### config.mk
export PLATFORM = sky130hd
export DESIGN_NAME = tcspc_seq
export DESIGN_NICKNAME = d
export VERILOG_FILES = /design/src/rtl/tcspc_pkg.sv /design/src/rtl/tcspc_timer.sv /design/src/rtl/tcspc_adc_rd.sv /design/src/rtl/tcspc_seq.sv
export SDC_FILE = /design/constraint.sdc
export NUM_CORES = 1
export LEC_CHECK = 0
export BUFFER_PORTS_ARGS = -buffer_cell sky130_fd_sc_hd__buf_4
export CAP_MARGIN = 15
export CORE_ASPECT_RATIO = 1.4
export CORE_MARGIN = 3
export CORE_UTILIZATION = 53
export CTS_CLUSTER_SIZE = 12
export DETAILED_ROUTE_END_ITERATION = 10
export PLACE_DENSITY = 0.74
export SYNTH_ARGS = -nofsm -noshare
export SYNTH_HDL_FRONTEND = slang
export SYNTH_SLANG_ARGS = --single-unit
### constraint.sdc
create_clock -name clk -period 2.55 [get_ports clk]
set_input_delay 0.51 -clock clk [delete_from_list [all_inputs] [get_ports clk]]
set_output_delay 0.51 -clock clk [all_outputs]
set_load 0.05 [all_outputs]
### src/rtl/tcspc_pkg.sv
package tcspc_pkg;
    typedef enum logic [2:0] {
        S_IDLE,
        S_RST,
        S_EXPO,
        S_SETTLE,
        S_CONV,
        S_OUT
    } seq_state_e;
endpackage

### src/rtl/tcspc_timer.sv
module tcspc_timer #(
    parameter int TW = 16
) (
    input  logic          clk,
    input  logic          rst_n,
    input  logic          load,
    input  logic [TW-1:0] load_val,
    output logic          last
);
    logic [TW-1:0] cnt_d, cnt_q;

    always_comb begin
        if (load)
            cnt_d = load_val;
        else if (cnt_q != '0)
            cnt_d = cnt_q - 1'b1;
        else
            cnt_d = cnt_q;
    end

    always_ff @(posedge clk or negedge rst_n) begin
        if (!rst_n) cnt_q <= '0;
        else        cnt_q <= cnt_d;
    end

    assign last = (cnt_q == '0);
endmodule

### src/rtl/tcspc_adc_rd.sv
module tcspc_adc_rd #(
    parameter int DW    = 12,
    parameter int FRAME = 16,
    parameter int HALF  = 2
) (
    input  logic          clk,
    input  logic          rst_n,
    input  logic          go,
    input  logic          sdo,
    output logic          cs_n,
    output logic          sclk,
    output logic          fin,
    output logic [DW-1:0] data
);
    localparam int BW  = $clog2(FRAME + 1);
    localparam int DVW = (HALF > 1) ? $clog2(HALF) : 1;

    typedef struct packed {
        logic             active;
        logic             sclk;
        logic [DVW-1:0]   div;
        logic [BW-1:0]    bits;
        logic [FRAME-1:0] sh;
        logic             fin;
    } rd_t;

    rd_t rd_d, rd_q;

    always_comb begin
        rd_d     = rd_q;
        rd_d.fin = 1'b0;
        if (!rd_q.active) begin
            if (go) begin
                rd_d.active = 1'b1;
                rd_d.sclk   = 1'b0;
                rd_d.div    = DVW'(HALF - 1);
                rd_d.bits   = '0;
            end
        end else if (rd_q.div != '0) begin
            rd_d.div = rd_q.div - 1'b1;
        end else begin
            rd_d.div = DVW'(HALF - 1);
            if (!rd_q.sclk) begin
                rd_d.sclk = 1'b1;
                rd_d.sh   = {rd_q.sh[FRAME-2:0], sdo};
                rd_d.bits = rd_q.bits + 1'b1;
            end else begin
                rd_d.sclk = 1'b0;
                if (rd_q.bits == BW'(FRAME)) begin
                    rd_d.active = 1'b0;
                    rd_d.fin    = 1'b1;
                end
            end
        end
    end

    always_ff @(posedge clk or negedge rst_n) begin
        if (!rst_n) rd_q <= '0;
        else        rd_q <= rd_d;
    end

    assign cs_n = ~rd_q.active;
    assign sclk = rd_q.sclk;
    assign fin  = rd_q.fin;
    assign data = rd_q.sh[DW-1:0];
endmodule

### src/rtl/tcspc_seq.sv
module tcspc_seq
    import tcspc_pkg::*;
#(
    parameter int TW             = 16,
    parameter int CW             = 16,
    parameter int PH_W           = 4,
    parameter int ADC_W          = 12,
    parameter int ADC_FRAME      = 16,
    parameter int SCLK_HALF      = 2,
    parameter int MIN_SETTLE_CYC = 80
) (
    input  logic                  clk,
    input  logic                  rst_n,
    input  logic                  start,
    input  logic [TW-1:0]         cfg_rst_len,
    input  logic [TW-1:0]         cfg_exp_len,
    input  logic [TW-1:0]         cfg_settle_len,
    input  logic [CW-1:0]         cfg_meas_cnt,
    input  logic [PH_W-1:0]       phase_in,
    input  logic                  adc_sdo,
    output logic                  inhibit,
    output logic                  det_rst,
    output logic                  tdc_rst,
    output logic                  laser_trig,
    output logic                  expose,
    output logic                  read_sw,
    output logic                  adc_cs_n,
    output logic                  adc_sclk,
    output logic                  res_valid,
    output logic [PH_W+ADC_W-1:0] res_data,
    output logic                  done
);
    localparam int RW = PH_W + ADC_W;
    localparam logic [TW-1:0] MIN_M1 = TW'(MIN_SETTLE_CYC - 1);

    typedef struct packed {
        seq_state_e      state;
        logic [CW-1:0]   meas;
        logic [CW-1:0]   target;
        logic [TW-1:0]   rst_m1;
        logic [TW-1:0]   exp_m1;
        logic [TW-1:0]   set_m1;
        logic [PH_W-1:0] phase;
        logic [RW-1:0]   res;
        logic            fire;
    } seq_t;

    seq_t seq_d, seq_q;

    logic             tmr_load, tmr_last;
    logic [TW-1:0]    tmr_val;
    logic             adc_go, adc_fin;
    logic [ADC_W-1:0] adc_data;

    // effective configuration, sampled only when a series starts
    logic [TW-1:0] rst_m1_c, exp_m1_c, set_m1_c;
    logic [CW-1:0] target_c;

    always_comb begin
        rst_m1_c = (cfg_rst_len == '0) ? '0 : cfg_rst_len - 1'b1;
        exp_m1_c = (cfg_exp_len == '0) ? '0 : cfg_exp_len - 1'b1;
        set_m1_c = (cfg_settle_len < TW'(MIN_SETTLE_CYC)) ? MIN_M1
                                                           : cfg_settle_len - 1'b1;
        target_c = (cfg_meas_cnt == '0) ? CW'(1) : cfg_meas_cnt;
    end

    always_comb begin
        seq_d    = seq_q;
        tmr_load = 1'b0;
        tmr_val  = seq_q.rst_m1;
        adc_go   = 1'b0;
        case (seq_q.state)
            S_IDLE: begin
                if (start) begin
                    seq_d.state  = S_RST;
                    seq_d.meas   = '0;
                    seq_d.target = target_c;
                    seq_d.rst_m1 = rst_m1_c;
                    seq_d.exp_m1 = exp_m1_c;
                    seq_d.set_m1 = set_m1_c;
                    tmr_load     = 1'b1;
                    tmr_val      = rst_m1_c;
                end
            end
            S_RST: begin
                if (tmr_last) begin
                    seq_d.state = S_EXPO;
                    seq_d.fire  = 1'b1;
                    tmr_load    = 1'b1;
                    tmr_val     = seq_q.exp_m1;
                end
            end
            S_EXPO: begin
                seq_d.fire = 1'b0;
                if (tmr_last) begin
                    seq_d.state = S_SETTLE;
                    tmr_load    = 1'b1;
                    tmr_val     = seq_q.set_m1;
                end
            end
            S_SETTLE: begin
                if (tmr_last) begin
                    seq_d.state = S_CONV;
                    seq_d.phase = phase_in;
                    adc_go      = 1'b1;
                end
            end
            S_CONV: begin
                if (adc_fin) begin
                    seq_d.state = S_OUT;
                    seq_d.res   = {seq_q.phase, adc_data};
                    seq_d.meas  = seq_q.meas + 1'b1;
                end
            end
            S_OUT: begin
                if (seq_q.meas == seq_q.target) begin
                    seq_d.state = S_IDLE;
                end else begin
                    seq_d.state = S_RST;
                    tmr_load    = 1'b1;
                    tmr_val     = seq_q.rst_m1;
                end
            end
            default: seq_d.state = S_IDLE;
        endcase
    end

    always_ff @(posedge clk or negedge rst_n) begin
        if (!rst_n) begin
            seq_q       <= '0;
            seq_q.state <= S_IDLE;
        end else begin
            seq_q <= seq_d;
        end
    end

    tcspc_timer #(.TW(TW)) u_timer (
        .clk      (clk),
        .rst_n    (rst_n),
        .load     (tmr_load),
        .load_val (tmr_val),
        .last     (tmr_last)
    );

    tcspc_adc_rd #(.DW(ADC_W), .FRAME(ADC_FRAME), .HALF(SCLK_HALF)) u_adc (
        .clk   (clk),
        .rst_n (rst_n),
        .go    (adc_go),
        .sdo   (adc_sdo),
        .cs_n  (adc_cs_n),
        .sclk  (adc_sclk),
        .fin   (adc_fin),
        .data  (adc_data)
    );

    assign inhibit    = (seq_q.state != S_IDLE);
    assign det_rst    = (seq_q.state == S_RST);
    assign tdc_rst    = (seq_q.state == S_RST);
    assign expose     = (seq_q.state == S_EXPO);
    assign laser_trig = seq_q.fire;
    assign read_sw    = (seq_q.state == S_SETTLE) || (seq_q.state == S_CONV);
    assign res_valid  = (seq_q.state == S_OUT);
    assign res_data   = seq_q.res;
    assign done       = (seq_q.state == S_OUT) && (seq_q.meas == seq_q.target);
endmodule

==> out/metrics.yaml <==
status: "finished, final reports clean"
fmax_ghz: 0.398
cts_buffers: 17
tightestPinTransition_ns: 0.533
synth_seq_cells: 141
rows: 50
clock_sinks: 141
maxSlewViolCount: 0
drtIter0Drc: 388
finalClockSkew_ns: 0.00673
crit_path_end_kind: "output port"
path_cells: "xor2_1, nor4_2, nand4_1, nor2_2, buf_4"
clk-insertion-delay-late_ns: 0.41
syn_inst: 776
synthXorXnorAreaFrac_pct: 9.41
max_stage_delay_ns: 0.42
avgSynthCellArea_um2: 9.60
tns_ns: 0
synth_fa_ha_area_share_pct: 1.34
met2WireLength_mm: 10.2
met1Wirelength_mm: 7.23
root_buffer: "clkbuf_16"
wl_per_cell_um: 17.4
hold_path_class: "primary input to asynchronous set/reset pin"
routabilityCongestion: 0.959
final_common_cell: "buf_4"
async_flop_share_pct: 100
dieArea_um2: 15500
top_layer_used: "met4"
worstPathRequired_ns: 2.04
die_h_um: 146
vias: 6322
drc: 0
clkTransAtPathRegs_ns: 0.06
worst_slack_ns: 0.0361
seq_area_frac_synth_pct: 47.4
grt_overflow_total: 0
start_kind: "register"
routed_wl_mm: 19.0
pre_cts_ws_ns: -0.205
route.met3.wl_mm: 1.04
placed_area_um2: 8580
muxShareOfSynthArea_pct: 5.85
ir_drop_mv: 0.439
cts_tree: "yes"
whs_ns: 0.0453
initial_core_util_pct: 54.9
final_cell_mix: "buf_4 (143), dfrtp_1 (141), nand2_1 (122)"
synth_area_um2: 7450
synth_ff_type: "dfrtp_1"
area_growth_pct: 24.4
power_density_nw_per_um2: 891
dp_hpwl_mm: 14.1
via_per_inst: 5.81
p_leak_nw: 4.36
synth_edf_count: 0
io_pins: 98
finalInstanceArea_um2: 9270
synth_top_family_by_area: "simple AND/OR/NAND/NOR gates"
final_nets: 975
yosys_warnings: 0
synth_compound_area_share_pct: 12.2
crit_arrival_ns: 2.00
cts_max_path_buffers: 2
drive_above_1_share_pct: 25.6
drtAntennaViolNets: 0
synth-simple-area-share_pct: 19.5
nFillCells: 1043
yosys.cell_types.count: 64
rsz0062_at_grt: "true"
n_antenna_cell: 0
crit_type: "register to output port"
drv_cap: 0
crit_slowest_cell: "dfrtp_1"
grt_max_degree: 69
antenna_found_initial: 0
hold_violations: 0
fp.coreArea_um2: 13600
die_x_um: 106
dr.pass1.iters: 5
first_global_vias: 6442
grt_pass1_wl_mm: 31.4
path_max_fanout: 4
post-route-period-util_pct: 98.6
setup_violations: 0
hold_buffers: 0
htree_levels: 4
synthesis.nets: 856
port_buffers: 97
track_usage_pct: 25.3
maxSlewHeadroom_pct: 64.1
layout_min_cycle_time_ns: 2.51
==> worst paths after layout <==
kind	start	end	slack, ns	cells past startpoint
worst min register to register	seq_q[62]	seq_q[62]	0.48	1
worst max-delay path	seq_q[97]	done	0.04	5
min in group clk	cfg_meas_cnt[15]	seq_q[84]	0.29	3
worst max register to register	seq_q[102]	seq_q[100]	0.12	9
max in group asynchronous	rst_n	seq_q[39]	1.77	2
worst min-delay path	rst_n	seq_q[62]	0.05	1
==> critical path, delay by kind of cell, from the launching register on <==
family,cells,cell delay (ns)
and+or+nand+nor,3,0.79
DFF,1,0.42
buffers and inverters,1,0.21
xor gates and xnor gates,1,0.17
==> logic make-up (layout without fill, tap and decap cells) <==
group                    after synthesis  after routing
buffers and inverters                 65            196
multiplexers                          39             39
AND/OR/NAND/NOR                      304            304
XOR/XNOR                              80             80
flip-flops                           141            141
adder cells (fa/ha/maj)                8              8
AO/OA/AOI/OAI                        139            139
==> report_power, final <==
part	internal [mW]	switching [mW]	total, mW
combinational	0.984	1.29	2.28
clock	1.72	0.899	2.62
sequential	2.86	0.494	3.36
total	5.57	2.69	8.26
==> cell usage after synthesis, types with 2 or more instances <==
library cell  number  area share [%]
a32o_1             2            0.27
nor3_1            18             1.2
nand4b_1           5            0.59
mux2i_1            3            0.40
nor3b_1            3            0.30
a221oi_1           3            0.35
and3_1             4            0.34
a21oi_1           22             1.5
or3_1              9            0.76
nand2b_1           5            0.42
inv_1             17            0.86
or4_1              7            0.71
buf_1              2            0.10
o21ai_0           50             3.4
o211ai_1           2            0.20
or2_2              4            0.34
nand3b_1           2            0.20
o21a_1             2            0.20
and2_1             2            0.17
a2111oi_0          2            0.24
a31oi_1            4            0.34
mux2_2            36             5.4
nand4_1            4            0.34
a211oi_1           3            0.30
buf_2              2            0.13
a22oi_1            8            0.81
o32ai_1            2            0.24
clkbuf_1          24             1.2
a21o_1            11             1.1
xnor2_1           36             4.2
o21bai_1           2            0.20
or4_4              2            0.30
xor2_1            44             5.2
o31ai_1            4            0.40
nand3_1           16             1.1
a22o_1            10             1.2
buf_4             18             1.8
dfrtp_1          141              47
nor2_1            68             3.4
nor2b_1            4            0.34
ha_1               8             1.3
nor4_1            22             1.8
nand2_1          122             6.1
==> per-stage QoR <==
step                total power [mW]  cells  util (%)
floorplan                       4.73    776         -
global placement                5.51   1054      63.2
detailed placement              5.61   1054      63.2
CTS                             8.27   1086      68.0
global route                    8.72   1089      68.2
finish                          8.26   1089      68.2
==> state kept, by name, indices dropped and copies added (netlist names) <==
signal and flops:
laser_trig 1, res_data 16, seq_q 87, u_adc.data 12, u_adc.fin 1, u_adc.rd_q 7
u_adc.sclk 1, u_timer.cnt_q 16
==> per-layer routing <==
layer	vias up	global-route usage, %
met5	-	0
li1	2945	-
met3	49	4.82
met1	3099	29.7
met2	229	44.9
met4	0	10.3
==> repair_timing <==
item | in CTS | in global routing
pin swaps | 2 | 3
resized for setup | 2 | 4
endpoints found under the hold margin | 0 | 0
setup buffers | 1 | 3
setup endpoints to repair | 1 | 17
cloned | 0 | 0
==> final cells by class <==
| type | count | area [µm²] | area share [%] |
|---|---|---|---|
| multi-input combinational | 570 | 3650 | 39.4 |
| clock buffer | 19 | 433 | 4.67 |
| tap | 182 | 228 | 2.46 |
| sequential | 141 | 3530 | 38.1 |
| timing repair buffer | 148 | 1160 | 12.6 |
| inverter | 17 | 63.8 | 0.689 |
| clock inverter | 12 | 195 | 2.11 |
Note: power is estimated with default switching activity, not from simulation.
